<file path="config.mk">
export PLATFORM = sky130hd
export DESIGN_NAME = async_sram_ctrl
export DESIGN_NICKNAME = d
export VERILOG_FILES = /design/src/rtl/sram_ctrl_pkg.sv /design/src/rtl/sram_cycle_timer.sv /design/src/rtl/sram_lane_map.sv /design/src/rtl/async_sram_ctrl.sv
export SDC_FILE = /design/constraint.sdc
export NUM_CORES = 1
export LEC_CHECK = 0
export ABC_AREA = 1
export BUFFER_PORTS_ARGS = -buffer_cell sky130_fd_sc_hd__buf_2
export CORE_ASPECT_RATIO = 0.75
export CORE_MARGIN = 3
export CORE_UTILIZATION = 46
export CTS_CLUSTER_DIAMETER = 50
export DETAILED_ROUTE_END_ITERATION = 6
export PLACE_DENSITY = 0.79
export SYNTH_ARGS = -nofsm -noshare
export SYNTH_HDL_FRONTEND = slang
export SYNTH_SLANG_ARGS = --single-unit
</file>
<file path="constraint.sdc">
create_clock -name clk -period 1.4 [get_ports clk]
set_input_delay 0.21 -clock clk [delete_from_list [all_inputs] [get_ports clk]]
set_output_delay 0.21 -clock clk [all_outputs]
set_load 0.03 [all_outputs]
</file>
<file path="src/rtl/sram_ctrl_pkg.sv">
package sram_ctrl_pkg;
  typedef enum logic [2:0] {
    ST_IDLE    = 3'd0,
    ST_WSETUP  = 3'd1,
    ST_WPULSE  = 3'd2,
    ST_RACCESS = 3'd3,
    ST_RECOVER = 3'd4
  } ctrl_state_e;
endpackage

</file>
<file path="src/rtl/sram_cycle_timer.sv">
module sram_cycle_timer #(
  parameter int CNT_W = 4
) (
  input  logic             clk,
  input  logic             rst_n,
  input  logic             load,
  input  logic [CNT_W-1:0] load_val,
  output logic             done
);
  logic [CNT_W-1:0] cnt_q;

  always_ff @(posedge clk or negedge rst_n) begin
    if (!rst_n)              cnt_q <= '0;
    else if (load)           cnt_q <= load_val;
    else if (cnt_q != '0)    cnt_q <= cnt_q - 1'b1;
  end

  assign done = (cnt_q == '0);
endmodule

</file>
<file path="src/rtl/sram_lane_map.sv">
module sram_lane_map #(
  parameter int DATA_W = 16,
  localparam int LANES = DATA_W / 8
) (
  input  logic [LANES-1:0]  mask,
  input  logic              active,
  input  logic [DATA_W-1:0] rd_raw,
  output logic [LANES-1:0]  be_n,
  output logic [DATA_W-1:0] rd_masked
);
  for (genvar i = 0; i < LANES; i++) begin : g_lane
    // Enable is low only during a selected phase with the lane requested
    assign be_n[i] = !(active && mask[i]);
    assign rd_masked[i*8 +: 8] = mask[i] ? rd_raw[i*8 +: 8] : 8'h00;
  end
endmodule

</file>
<file path="src/rtl/async_sram_ctrl.sv">
module async_sram_ctrl
  import sram_ctrl_pkg::*;
#(
  parameter int ADDR_W     = 18,
  parameter int DATA_W     = 16,
  parameter int SETUP_CYC  = 1,
  parameter int WE_CYC     = 1,
  parameter int ACCESS_CYC = 2,
  parameter int RECOV_CYC  = 1,
  localparam int LANES     = DATA_W / 8
) (
  input  logic              clk,
  input  logic              rst_n,
  input  logic              req_valid,
  output logic              req_ready,
  input  logic              req_we,
  input  logic [ADDR_W-1:0] req_addr,
  input  logic [DATA_W-1:0] req_wdata,
  input  logic [LANES-1:0]  req_mask,
  output logic              rsp_valid,
  output logic [DATA_W-1:0] rsp_rdata,
  output logic [ADDR_W-1:0] mem_addr,
  output logic              mem_cs_n,
  output logic              mem_oe_n,
  output logic              mem_we_n,
  output logic [LANES-1:0]  mem_be_n,
  output logic [DATA_W-1:0] mem_dq_out,
  output logic              mem_dq_oe,
  input  logic [DATA_W-1:0] mem_dq_in
);
  localparam int MAX_WR  = (SETUP_CYC > WE_CYC) ? SETUP_CYC : WE_CYC;
  localparam int MAX_RD  = (ACCESS_CYC > RECOV_CYC) ? ACCESS_CYC : RECOV_CYC;
  localparam int MAX_CYC = (MAX_WR > MAX_RD) ? MAX_WR : MAX_RD;
  localparam int CNT_W   = $clog2(MAX_CYC + 1);

  ctrl_state_e       state_q, state_d;
  logic              tmr_load, tmr_done, capture, active;
  logic [CNT_W-1:0]  tmr_val;
  logic [ADDR_W-1:0] addr_q;
  logic [DATA_W-1:0] wdata_q, rdata_q, rd_masked;
  logic [LANES-1:0]  mask_q;
  logic              rsp_valid_q;

  sram_cycle_timer #(.CNT_W(CNT_W)) timer_i (
    .clk      (clk),
    .rst_n    (rst_n),
    .load     (tmr_load),
    .load_val (tmr_val),
    .done     (tmr_done)
  );

  always_comb begin
    state_d  = state_q;
    tmr_load = 1'b0;
    tmr_val  = '0;
    capture  = 1'b0;
    unique case (state_q)
      ST_IDLE: if (req_valid) begin
        tmr_load = 1'b1;
        if (req_we) begin
          state_d = ST_WSETUP;
          tmr_val = CNT_W'(SETUP_CYC - 1);
        end else begin
          state_d = ST_RACCESS;
          tmr_val = CNT_W'(ACCESS_CYC - 1);
        end
      end
      ST_WSETUP: if (tmr_done) begin
        state_d  = ST_WPULSE;
        tmr_load = 1'b1;
        tmr_val  = CNT_W'(WE_CYC - 1);
      end
      ST_WPULSE: if (tmr_done) begin
        state_d  = ST_RECOVER;
        tmr_load = 1'b1;
        tmr_val  = CNT_W'(RECOV_CYC - 1);
      end
      ST_RACCESS: if (tmr_done) begin
        capture  = 1'b1;
        state_d  = ST_RECOVER;
        tmr_load = 1'b1;
        tmr_val  = CNT_W'(RECOV_CYC - 1);
      end
      ST_RECOVER: if (tmr_done) state_d = ST_IDLE;
      default: state_d = ST_IDLE;
    endcase
  end

  always_ff @(posedge clk or negedge rst_n) begin
    if (!rst_n) begin
      state_q     <= ST_IDLE;
      addr_q      <= '0;
      wdata_q     <= '0;
      mask_q      <= '0;
      rdata_q     <= '0;
      rsp_valid_q <= 1'b0;
    end else begin
      state_q     <= state_d;
      rsp_valid_q <= capture;
      if (state_q == ST_IDLE && req_valid) begin
        addr_q  <= req_addr;
        wdata_q <= req_wdata;
        mask_q  <= req_mask;
      end
      if (capture) rdata_q <= rd_masked;
    end
  end

  assign active = (state_q == ST_WSETUP) || (state_q == ST_WPULSE) ||
                  (state_q == ST_RACCESS);

  sram_lane_map #(.DATA_W(DATA_W)) lanes_i (
    .mask      (mask_q),
    .active    (active),
    .rd_raw    (mem_dq_in),
    .be_n      (mem_be_n),
    .rd_masked (rd_masked)
  );

  assign req_ready  = (state_q == ST_IDLE);
  assign mem_addr   = addr_q;
  assign mem_cs_n   = !active;
  assign mem_we_n   = (state_q != ST_WPULSE);
  assign mem_oe_n   = (state_q != ST_RACCESS);
  assign mem_dq_oe  = (state_q == ST_WSETUP) || (state_q == ST_WPULSE);
  assign mem_dq_out = wdata_q;
  assign rsp_valid  = rsp_valid_q;
  assign rsp_rdata  = rdata_q;

  // Checker state: length of the current write-enable-low run
  logic [CNT_W:0] we_lo_cnt;
  always_ff @(posedge clk or negedge rst_n) begin
    if (!rst_n)         we_lo_cnt <= '0;
    else if (!mem_we_n) we_lo_cnt <= we_lo_cnt + 1'b1;
    else                we_lo_cnt <= '0;
  end

  assert_oe_high_in_write_R3: assert property (@(posedge clk) disable iff (!rst_n)
    !mem_we_n |-> mem_oe_n);
  assert_we_width_R3: assert property (@(posedge clk) disable iff (!rst_n)
    (mem_we_n && $past(!mem_we_n)) |-> (we_lo_cnt == (CNT_W+1)'(WE_CYC)));
  assert_setup_before_we_R3: assert property (@(posedge clk) disable iff (!rst_n)
    $fell(mem_we_n) |-> ($past(mem_dq_oe) && $past(!mem_cs_n)));
  assert_bus_turnaround_R6: assert property (@(posedge clk) disable iff (!rst_n)
    !mem_oe_n |-> (!mem_dq_oe && !$past(mem_dq_oe)));
  assert_deselect_quiet_R7: assert property (@(posedge clk) disable iff (!rst_n)
    mem_cs_n |-> (mem_we_n && mem_oe_n && (&mem_be_n) && !mem_dq_oe));
  assert_addr_stable_R9: assert property (@(posedge clk) disable iff (!rst_n)
    (!mem_cs_n && $past(!mem_cs_n)) |-> $stable(mem_addr));
  assert_rsp_one_cycle_R5: assert property (@(posedge clk) disable iff (!rst_n)
    rsp_valid |=> !rsp_valid);
  assert_busy_after_accept_R2: assert property (@(posedge clk) disable iff (!rst_n)
    (req_valid && req_ready) |=> !req_ready);
endmodule

</file>
Yosys cells after proc, flatten, opt, wreduce, memory -nomap -nowiden
Index checks and enable logic that the tools add are counted.
- register bits: 58
- latch bits: 0
- RAM bits: 0
- memory bits (read-only): 0
- bits of input ports: 56
- output and inout bits: 58
- memories kept: 0
- $add $sub $neg: 1
- $mul: 0
- divide/modulo/power cells: 0
- magnitude comparators: 0
- eq/ne operators: 10
- shift operators: 0
- multiplexer cells: 17
- bitwise logic cells: 0
- reductions and logical operators: 15
- operator list (operator ; number):
    8-bit two-way mux ; 2
    3-bit two-way mux ; 4
    3-bit one-hot mux with 4 select lines ; 1
    3-bit by 2-bit == test with 1-bit output, second input constant ; 2
    1-bit two-way mux ; 6
    2-bit two-way mux ; 3
    2-bit by 1-bit != test with 1-bit output, second input constant ; 3
    3-bit by 2-bit != test with 1-bit output, second input constant ; 2
    4-bit AND reduction ; 1
    2-bit nonzero test ; 2
    3-bit by 1-bit == test with 1-bit output, second input constant ; 1
    3-bit == test, second input constant ; 1
    1-bit logical AND ; 3
    1-bit zero test ; 3
    3-bit zero test ; 1
    3-bit OR reduction ; 1
    2-bit zero test ; 1
    1-bit logical OR ; 2
    2-bit != test, second input constant ; 1
    1-bit one-hot mux with 2 select lines ; 1
    2-bit OR reduction ; 1
    2-bit by 1-bit subtractor with 2-bit output, second input constant ; 1

Longest topological paths before layout
Gate-level depths: netlist (run 1).
- word-level depth: 5
- gate-level depth with buffers: 8

Hierarchy
From an unflattened synthesis (run 1), not the netlist that was laid out.
- cells, all modules: 312
- area total of the unflattened synthesis: 2558.7 um^2
- by module, submodules not included (module ; times used ; cells an instance ; area an instance (um^2)):
    async_sram_ctrl ; 1 ; 259 ; 2288.4
    sram_lane_map ; 1 ; 36 ; 150.1
    sram_cycle_timer ; 1 ; 17 ; 120.1

Worst setup path before layout (run 1)
Ideal clock, no wire load.
- kind: register to output
- from: reg state_q[0]
- to: out mem_be_n[0]
- data arrival time: 1.181 ns
- required time: 1.190 ns
- slack: 0.009 ns
- stages on the path, launching flop included: 6
- buffers on the path: 0
- cells stage by stage: dfrtp_1 > inv_1 > nand2_1 > nand2_1 > inv_1 > nand2_1
- longest elaborated chain between the ends: 5
- RTL lines (item ; RTL line ; source):
    start: declaration ; async_sram_ctrl.sv:36 ; ctrl_state_e state_q, state_d;
    start signal: assignment ; async_sram_ctrl.sv:98 ; state_q <= state_d;
    3-bit by 1-bit == test with 1-bit output or 3-bit by 2-bit == test with 1-bit output (tied branches) ; async_sram_ctrl.sv:109 ; assign active = (state_q == ST_WSETUP) || (state_q == ST_WPULSE) ||
    1-bit logical OR ; async_sram_ctrl.sv:109 ;
    1-bit logical OR (*) ; async_sram_ctrl.sv:109 ;
    1-bit logical AND (*) ; sram_lane_map.sv:13 ; assign be_n[i] = !(active && mask[i]);
    1-bit zero test (*) ; sram_lane_map.sv:13 ;
    end: declaration ; async_sram_ctrl.sv:26 ; output logic [LANES-1:0] mem_be_n,
Mark *: on every way between the ends. The rest lies on a longest branch, timed or not.

Final worst setup path (run 1)
- from: reg state_q[2]
- to: out mem_be_n[0]
The elaborated chain is that of the path after synthesis.

==> summary.md, run 1 <==
| Metric | Value |
|---|---|
| Largest family of logic cells by synthesized area | `simple AND/OR/NAND/NOR gates` |
| Worst Hold Endpoint | `mem_dq_out[1]` |
| Cells after Synth | `~270` |
| DR iter-0 viols | `149` |
| DIE WIDTH | `89.4 um` |
| Layout area overhead | `47.2%` |
| CP startpoint kind | `register` |
| LEAKAGE | `2.05 nW` |
| FF-to-FF setup slack | `0 ps` |
| Max Freq | `between 600 and 700 MHz` |
| CTS clk-pin slew, worst paths | `70 ps` |
| Synth Cell Area | `~2400 um2` |
| Violated checks | `negative setup slack` |
| PwrDens | `roughly 2700 nW/um2` |
| Maxcap violations | `0` |
| Initial Util | `0.485` |
| Most common library cells after synthesis | `147 x nand2_1, 58 x dfrtp_1, 19 x nand3_1, 18 x o21ai_0, 6 x inv_1` |
| Post-synthesis mux area share | `0` |
| Final setup margin | `-51.2 ps` |
| Initial DRT Pass Iterations | `5` |
| Most common cell in the netlist | `nand2_1` |
| TritonCTS clock tree | `yes` |
| Peak supply drop | `around 1.5 mV` |
| Worst Skew | `about 8.7 ps` |
| Io pins | `114` |
| Min-delay worst type | `input port to register` |
| Post-synthesis compound-gate area fraction | `0.0396` |
| Number of flops mapped to enable cells by yosys | `0` |
| First-pass GRT wire length | `9290 um` |
| Place WS | `just over 20 ps` |
| Simple-gate portion of the synthesized area | `0.301` |
| Sequential fraction of the synthesis area | `0.604` |
| Skew-Pair Late Insertion Delay | `between 300 and 400 ps` |
| Synth area leaders | `dfrtp_1 60%, nand2_1 23%, nand3_1 4.0%` |
| WL/cell | `approximately 13 um` |
| CP Max Fanout | `4` |
| Post-DR vias/cell | `between 4 and 5` |
| Synth Warn # | `0` |
| Buffers on Ports | `around 110` |
| Final setup viols | `6` |
| CTS H-tree depth | `3` |
| Final instance area | `~3500 um2` |
| Hold path depth | `3` |
| Worst slew margin | `0.800` |
| CTS sink cnt | `58` |
| Largest net degree at the start of global routing | `59` |
| Antenna-violating nets left | `0` |
| Dpl hpwl | `~4100 um` |
| Worst Setup Path Type | `register to output pin` |
| Worst reg2reg path depth | `7` |
| Vias in the first global route | `between 2k and 2.5k` |
| Num CTS Buffers | `9` |
| Layout cell share with drive strength beyond 1 | `0.424` |
| Async SR Flop Fraction | `1.00` |
| Cell variety after synth | `18` |
| Setup TNS | `-199 ps` |
| Post-synth top area cell | `dfrtp_1` |
| XOR/XNOR Fraction of Synth Area | `0` |
| Clk Tree Root Cell | `clkbuf_8` |
| Syn Area/Cell | `between 8 and 9 um2` |
| Die area | `6130 um2` |
| CP endpoint kind | `output pin` |
| RSZ-0062 raised after global routing | `yes` |
| Fin. Hold Viols | `0` |
| Via count | `roughly 2.3k` |
| Placed cell areas | `3080 um2` |
| # nets final | `roughly 470` |
| Worst Path Required | `between 1000 and 1500 ps` |
| Initial antenna violation count | `0` |
| Gr ovfl total | `0` |
| Hold_sp | `req_wdata[1]` |
| Worst EP arrival | `1240 ps` |
| Final wirelength | `roughly 6200 um` |
| FF-to-FF End | `mem_addr[3]` |
| Ys flop type | `dfrtp_1` |
| Core ar. | `approximately 5000 um2` |
| Clk buf depth | `2` |
| Max Slew Vio Count | `0` |
| Total GRT Usage | `0.206` |
| Die Ht | `68.6 um` |
| # DRC | `0` |
| Adder-cell share of the synthesized area | `0.00521` |
| Yosys reg bits | `58` |
| Worst Max-Slew Pin Slew | `approximately 300 ps` |
| Synth top area share | `0.604` |
| Num rows | `22` |
| Fin crit period | `roughly 1500 ps` |
| Antenna Cells | `0` |
| Reg2reg start | `state_q[2]` |
| Gpl congestion | `roughly 0.8` |
| Tot Pwr | `0.00971 W` |
| Final cycle utilization of the critical path | `1.04` |
| Post-Syn Nets | `about 330` |
| Status | `complete, but fails checks` |
==> layout by cell type (no fill, tap or decap) <==
cell,n
nand2_1,139
buf_2,106
dfrtp_1,56
nand3_1,18
o21ai_0,18
buf_4,14
clkbuf_8,11
buf_6,11
inv_2,5
nand2_4,4
nor2_4,3
nand2_2,3
nand3_2,3
buf_12,3
inv_4,2
nand2_8,2
inv_1,2
nor2_1,2
clkinvlp_4,2
dfrtp_2,2
inv_6,1
nor2_8,1
o21ai_1,1
nand4_1,1
ha_2,1
bufinv_16,1
clkinv_2,1
clkbuf_1,1
dlygate4sd3_1,1
==> layout make-up <==
type	count	area (um2)
repair buffers	135	830
well taps	60	75.1
inverters	10	47.5
flip-flops and latches	58	1450
multi-input cells	196	923
clock inverters	4	50.0
fillers	404	1420
clock buffers	12	155
==> where the power goes <==
| group | internal, W | total, W | switching [W] |
|---|---|---|---|
| combinational | 0.00175 | 0.00524 | 0.00349 |
| sequential | 0.00246 | 0.00292 | 0.000455 |
| clock | 0.000916 | 0.00156 | 0.000641 |
==> sequential cells by signal, summed over array words and instances, names as in the netlist <==
register and cells:
mem_dq_out 16, mask_q 2, rsp_valid 1, timer_i.cnt_q 2
rsp_rdata 16, state_q 3, mem_addr 18
==> stage by stage <==
stage,cells,hold WS [ps],util
after detailed placement,447,231,0.621
after global routing,475,50.8,0.713
after CTS,471,56.8,0.694
after floorplan,274,-85.6,-
after global placement,447,231,0.621
final,475,71.2,0.713
==> what timing repair did <==
action | CTS | global route
hold buffers | 1 | 0
gates resized for setup | 30 | 16
pin swaps | 5 | 4
setup buffers | 7 | 2
setup endpoints to repair | 8 | 39
cloned | 0 | 2
endpoints found under the hold margin | 58 | 0
==> how the worst max path moves through the flow <==
stage / cells past startpoint / endpoint / slack, ps / startpoint
2_1_floorplan: 5 / mem_be_n[0] / 9 / state_q[0]
3_3_place_gp: 8 / state_q[2] / 90 / timer_i.cnt_q[0]
3_5_place_dp: 8 / state_q[1] / 20 / timer_i.cnt_q[0]
4_1_cts: 6 / mem_be_n[0] / -80 / state_q[1]
5_1_grt: 6 / mem_be_n[0] / -120 / state_q[1]
6_report: 6 / mem_be_n[0] / -50 / state_q[2]
==> critical path: stages, from the launching register on <==
cell and delay, ps:
dfrtp_1 390, inv_2 100, buf_12 130, nand2_8 60
inv_6 60, nand2_4 40, buf_6 130
==> cells by family (layout without fill, tap and decap cells) <==
kind of cell	count (synthesis)	count (layout)
flip-flops	58	58
AND/OR/NAND/NOR	174	176
adder cells (fa/ha/maj)	1	1
AO/OA/AOI/OAI	19	19
buffers and inverters	22	161
==> per-layer routing <==
layer / GRT usage / routed length [um]
met5: 0 / 0
met4: 0.0669 / 40
met3: 0.0843 / 466
met2: 0.344 / 3060
met1: 0.243 / 2670
Power figures use the tool's default switching activity.
==> inputs of run 2 (changes only) <==
==> constraint.sdc (replaced) <==
create_clock -name clk -period 1.4 [get_ports clk]
set_input_delay 0.21 -clock clk [delete_from_list [all_inputs] [get_ports clk]]
set_output_delay 0.21 -clock clk [all_outputs]
set_load 0.02 [all_outputs]
==> run 2 against run 1 <==
The flow still finishes with violations (negative setup slack); clock power down 3%; critical path depth decreased by 1; design area grew 12%; maximum frequency shrank 2.6%; wire length grew 28%; combinational power up 5.3%; via count grew 11%; hold slack got worse by 3.1 ps; clock skew shrank 1.2 ps; sequential share of layout area is 4.4 points lower; global-route usage fell by 0.16 points; largest cell class unchanged.
==> summary.md, run 2 (synthesis results as in run 1) <==
| Metric | Value |
|---|---|
| Status | `complete, but fails checks` |
| Violated checks | `negative setup slack` |
| Fin cells | `approximately 490` |
| Most frequent cells in the layout | `112 x nand2_1, 107 x buf_2, 56 x dfrtp_1` |
| Num rows | `22` |
| Antenna Cells | `0` |
| # nets final | `approximately 500` |
| DIE WIDTH | `between 80 and 90 um` |
| Worst reg2reg path depth | `8` |
| Worst EP arrival | `1280 ps` |
| Hold path depth | `3` |
| Worst Skew | `7.48 ps` |
| CTS clk-pin slew, worst paths | `around 70 ps` |
| Gr busiest metal | `met2` |
| Area of the multi-input gates | `approximately 1100 um2` |
| Final wirelength | `roughly 8000 um` |
| Largest net degree at the start of global routing | `59` |
| CP startpoint kind | `register` |
| Fin crit period | `between 1000 and 1500 ps` |
| Final cycle utilization of the critical path | `1.06` |
| Max reg flops | `18` |
| Met2 Use GR | `0.333` |
| CP endpoint kind | `output pin` |
| Final core occ | `0.799` |
| CTS H-tree depth | `3` |
| Reg2reg start | `state_q[0]` |
| # DRC | `0` |
| Worst Hold Endpoint | `mem_dq_out[3]` |
| Largest stage delay, worst path | `around 400 ps` |
| Core ar. | `~5000 um2` |
| WL/cell | `between 15 and 20 um` |
| DR iter-0 viols | `around 160` |
| Peak supply drop | `~1.3 mV` |
| Buffers on Ports | `~110` |
| Die area | `around 6100 um2` |
| Fin. Hold Viols | `0` |
| RSZ-0062 raised after global routing | `yes` |
| Io pins | `between 100 and 150` |
| Dpl hpwl | `a little over 4000 um` |
| FF-to-FF End | `mem_dq_out[2]` |
| Vias in the first global route | `2050` |
| Gr ovfl total | `0` |
| Max Slew Vio Count | `0` |
| Min-delay worst type | `input port to register` |
| TritonCTS clock tree | `yes` |
| Skew-Pair Late Insertion Delay | `~330 ps` |
| LEAKAGE | `2.24 nW` |
| Worst Setup Path Type | `register to output pin` |
| Total GRT Usage | `0.204` |
| Clk buf depth | `2` |
| Reg area | `roughly 1500 um2` |
| Die Ht | `68.6 um` |
| Layout cell share with drive strength beyond 1 | `0.538` |
| Maxcap violations | `0` |
| Crit-path cells | `inv_2 > buf_12 > nand3_1 > nand2_1 > buf_6` |
| Worst Max-Slew Pin Slew | `324 ps` |
| Layout area overhead | `64.8%` |
| Final setup viols | `28` |
| CTS sink cnt | `just under 60` |
| Commonest non-fill, non-tap cell in the layout | `nand2_1` |
| Worst Path Required | `~1200 ps` |
| Hold_sp | `req_wdata[3]` |
| FF-to-FF setup slack | `-40 ps` |
| Post-DR vias/cell | `a little over 5` |
| Num CTS Buffers | `9` |
| Max Freq | `671 MHz` |
| CP Max Fanout | `7` |
| Initial Util | `0.485` |
| Via count | `about 2.5k` |
| Worst slew margin | `0.784` |
| Critical-path top delay cell | `dfrtp_1` |
| Initial DRT Pass Iterations | `5` |
| PwrDens | `around 2500 nW/um2` |
| Placed cell count | `between 400 and 500` |
| Met1 Use GR | `0.261` |
| Initial antenna violation count | `0` |
| Antenna-violating nets left | `0` |
| Gpl congestion | `roughly 0.8` |
| Fill count | `290` |
| GR Util met3 | `0.0558` |
| Clk Tree Root Cell | `clkbuf_8` |
| First-pass GRT wire length | `approximately 9500 um` |
| Final setup margin | `-90.7 ps` |
run 2: worst max-delay path, delay by kind of cell (launching register included):
kind | cells | cell delay, ps
simple gates | 2 | 210
flops | 1 | 400
buf+inv | 3 | 330
run 2: power by group:
group / switching, W / leakage [nW] / internal (W)
Sequential: 0.000441 / 0.727 / 0.00247
Combinational: 0.00330 / 1.41 / 0.00221
Clock: 0.000613 / 0.101 / 0.000892
run 2: area by class of cell:
type                            instances  area share
Clock buffer                           11      0.0383
Clock inverter                          3      0.0101
Timing Repair Buffer                  154       0.280
Multi-Input combinational cell        197       0.271
Tap cell                               60      0.0190
Sequential cell                        58       0.367
Inverter                               10      0.0139
run 2: metal layers:
metal  up-vias  routed length (um)
li1       1172                   -
met1      1217                3140
met2       131                3930
met3        13                 760
met4         0                 127
met5         -                   0
run 2: worst max path at each step:
stage | to | cells past startpoint | start | slack, ps
6_report | mem_dq_oe | 5 | state_q[2] | -90
5_1_grt | mem_dq_oe | 5 | state_q[2] | -130
4_1_cts | req_ready | 5 | state_q[0] | -60
3_5_place_dp | state_q[2] | 8 | timer_i.cnt_q[0] | 10
3_3_place_gp | state_q[1] | 8 | timer_i.cnt_q[0] | 90
2_1_floorplan | rsp_rdata[15] | 6 | timer_i.cnt_q[0] | 130
run 2: metrics by stage:
stage	worst slack, ps	total power [W]	setup TNS [ps]	hold slack, ps	area [um2]
floorplan	134	0.00538	0	-85.6	2400
global placement	87.9	0.00667	0	231	3060
detailed placement	13.9	0.00679	0	233	3060
CTS	-58.9	0.00874	-443	64.2	3410
global route	-131	0.0105	-3430	69.8	3960
finish	-90.7	0.00993	-800	68.1	3960
run 2: repair_timing:
action | 4_1_cts | 5_1_grt
cloned | 0 | 12
gates resized for setup | 22 | 77
setup endpoints to repair | 7 | 63
buffers inserted | 8 | 14
endpoints found under the hold margin | 58 | 0
pin swaps | 3 | 22
hold buffers | 1 | 0
==> inputs of run 3 (changes only) <==
--- a/config.mk
+++ b/config.mk
@@ -8,9 +8,7 @@
 export ABC_AREA = 1
 export BUFFER_PORTS_ARGS = -buffer_cell sky130_fd_sc_hd__buf_2
 export CORE_ASPECT_RATIO = 0.75
-export CORE_MARGIN = 3
 export CORE_UTILIZATION = 46
-export CTS_CLUSTER_DIAMETER = 50
 export DETAILED_ROUTE_END_ITERATION = 6
 export PLACE_DENSITY = 0.79
 export SYNTH_ARGS = -nofsm -noshare
==> run 3 against run 2 <==
The flow still finishes with violations (negative setup slack); hold slack worse by 5.0 ps; sequential power hardly changed; global-route usage increased by 3.4 points; critical path type unchanged; largest power group unchanged.
==> summary.md, run 3 (synthesis results as in run 1) <==
| Metric | Value |
|---|---|
| Status | `complete, but fails checks` |
| Violated checks | `negative setup slack` |
| Antenna-violating nets left | `0` |
| CP endpoint kind | `output pin` |
| Max reg flops | `18` |
| Skew-Pair Late Insertion Delay | `between 300 and 400 ps` |
| Worst Max-Slew Pin Slew | `403 ps` |
| Final setup viols | `5` |
| Power share of the combinational group | `0.492` |
| Die area | `between 5000 and 6000 um2` |
| Most frequent cells in the layout | `139 x nand2_1, 107 x buf_2, 56 x dfrtp_1` |
| CP startpoint kind | `register` |
| First-pass GRT wire length | `9890 um` |
| Worst Skew | `7.49 ps` |
| Switching Share | `0.437` |
| Initial DRT Pass Iterations | `5` |
| Reg area | `~1500 um2` |
| Peak supply drop | `roughly 1.2 mV` |
| Crit-path cells | `inv_2 > nand2_2 > nand2_4 > inv_4 > nand2_2 > buf_6` |
| Final setup margin | `-97.2 ps` |
| Largest net degree at the start of global routing | `33` |
| Critical-path top delay cell | `dfrtp_2` |
| Vias in the first global route | `about 2.2k` |
| Maxcap violations | `0` |
| Part of the power in registers | `0.323` |
| Clock Power Share | `0.185` |
| Initial antenna violation count | `0` |
| LEAKAGE | `2.02 nW` |
| Commonest non-fill, non-tap cell in the layout | `nand2_1` |
| Internal Power | `a little over 0.005 W` |
| TritonCTS clock tree | `yes` |
| DIE WIDTH | `between 80 and 90 um` |
| Sw power | `between 0.003 and 0.004 W` |
| CTS H-tree depth | `3` |
| Fin. Hold Viols | `0` |
| # nets final | `about 460` |
| Max Freq | `~670 MHz` |
| Die Ht | `64.6 um` |
| Dpl hpwl | `3950 um` |
| Antenna Cells | `0` |
| Worst Path Required | `around 1200 ps` |
| Layout area overhead | `46.2%` |
| Clk buf depth | `2` |
| Setup TNS | `-302 ps` |
| RSZ-0062 raised after global routing | `yes` |
| Core ar. | `approximately 5000 um2` |
| Area of the multi-input gates | `925 um2` |
| Fin cells | `~470` |
| Placed cell count | `444` |
| CP most frequent cell | `nand2_2` |
| WHS | `between 60 and 70 ps` |
| Worst EP arrival | `1290 ps` |
| Via count | `about 2.3k` |
| PwrDens | `around 2600 nW/um2` |
| Final cycle utilization of the critical path | `1.07` |
| Final wirelength | `around 6300 um` |
| Total GRT Usage | `0.238` |
| Num rows | `22` |
| CTS sink cnt | `58` |
| Initial Util | `0.485` |
| Min-delay worst type | `input port to register` |
| Io pins | `roughly 110` |
| Worst slew margin | `0.731` |
| DR iter-0 viols | `about 150` |
| Buffers on Ports | `between 100 and 150` |
| Worst Setup Path Type | `register to output pin` |
| Clk Tree Root Cell | `clkbuf_8` |
| Gpl congestion | `about 0.8` |
| Fin crit period | `~1500 ps` |
| Max Slew Vio Count | `0` |
| Fill count | `between 300 and 400` |
| # DRC | `0` |
| Largest stage delay, worst path | `approximately 450 ps` |
| Gr ovfl total | `0` |
| Num CTS Buffers | `9` |
| CTS clk-pin slew, worst paths | `70 ps` |
| WL/cell | `13.5 um` |
| Post-DR vias/cell | `roughly 4.9` |
| Layout cell share with drive strength beyond 1 | `0.428` |
| CP Max Fanout | `4` |
run 3: critical path, delay by kind of cell (launching register included):
| kind | cells | cell delay, ps |
|---|---|---|
| flops | 1 | 450 |
| buf+inv | 3 | 260 |
| simple gates | 3 | 250 |
run 3: area by class of cell:
type,instances,share of cell area
flip-flops and latches,58,0.414
multi-input cells,196,0.263
repair buffers,131,0.225
clock buffers,11,0.0403
clock inverters,5,0.0221
well taps,60,0.0214
inverters,10,0.0135
run 3: metrics by stage:
| stage | setup slack [ps] | area [um2] | total power (W) | util |
|---|---|---|---|---|
| after global placement | 110 | 3040 | 0.00660 | 0.614 |
| after floorplan | 134 | 2400 | 0.00538 | - |
| after global routing | -141 | 3510 | 0.00968 | 0.708 |
| final | -97.2 | 3510 | 0.00910 | 0.708 |
| after CTS | -62.3 | 3420 | 0.00887 | 0.691 |
| after detailed placement | 81.9 | 3040 | 0.00673 | 0.614 |
run 3: power by group through the flow:
| stage | logic, W | registers [W] | clock network [W] |
|---|---|---|---|
| detailed placement | 0.00381 | 0.00292 | 0 |
| global placement | 0.00369 | 0.00291 | 0 |
| global route | 0.00485 | 0.00302 | 0.00180 |
| CTS | 0.00424 | 0.00292 | 0.00171 |
| floorplan | 0.00167 | 0.00371 | 0 |
| finish | 0.00448 | 0.00294 | 0.00169 |
run 3: final timing paths:
path / cells after the start / slack (ps) / from / endpoint
worst max register to register: 8 / 30 / state_q[2] / rsp_rdata[12]
worst min-delay path: 3 / 60 / req_wdata[1] / mem_dq_out[1]
max in group asynchronous: 3 / 620 / rst_n / state_q[1]
worst min register to register: 2 / 470 / mem_dq_out[11] / mem_dq_out[11]
worst max-delay path: 6 / -100 / state_q[0] / mem_be_n[0]
min in group asynchronous: 3 / 420 / rst_n / mem_addr[12]
run 3: what timing repair did:
item	CTS	global route
hold buffers	1	0
endpoints found under the hold margin	58	0
setup endpoints to repair	7	40
setup buffers	8	0
gates resized for setup	29	20
gates cloned	0	2
pin swaps	3	3
run 3: routing by layer:
layer	global-route usage	vias up	share of wire
met1	0.310	1083	0.44
met3	0.0803	12	0.076
met4	0.0979	0	0.018
met5	0	-	0
li1	-	1123	-
met2	0.369	103	0.47
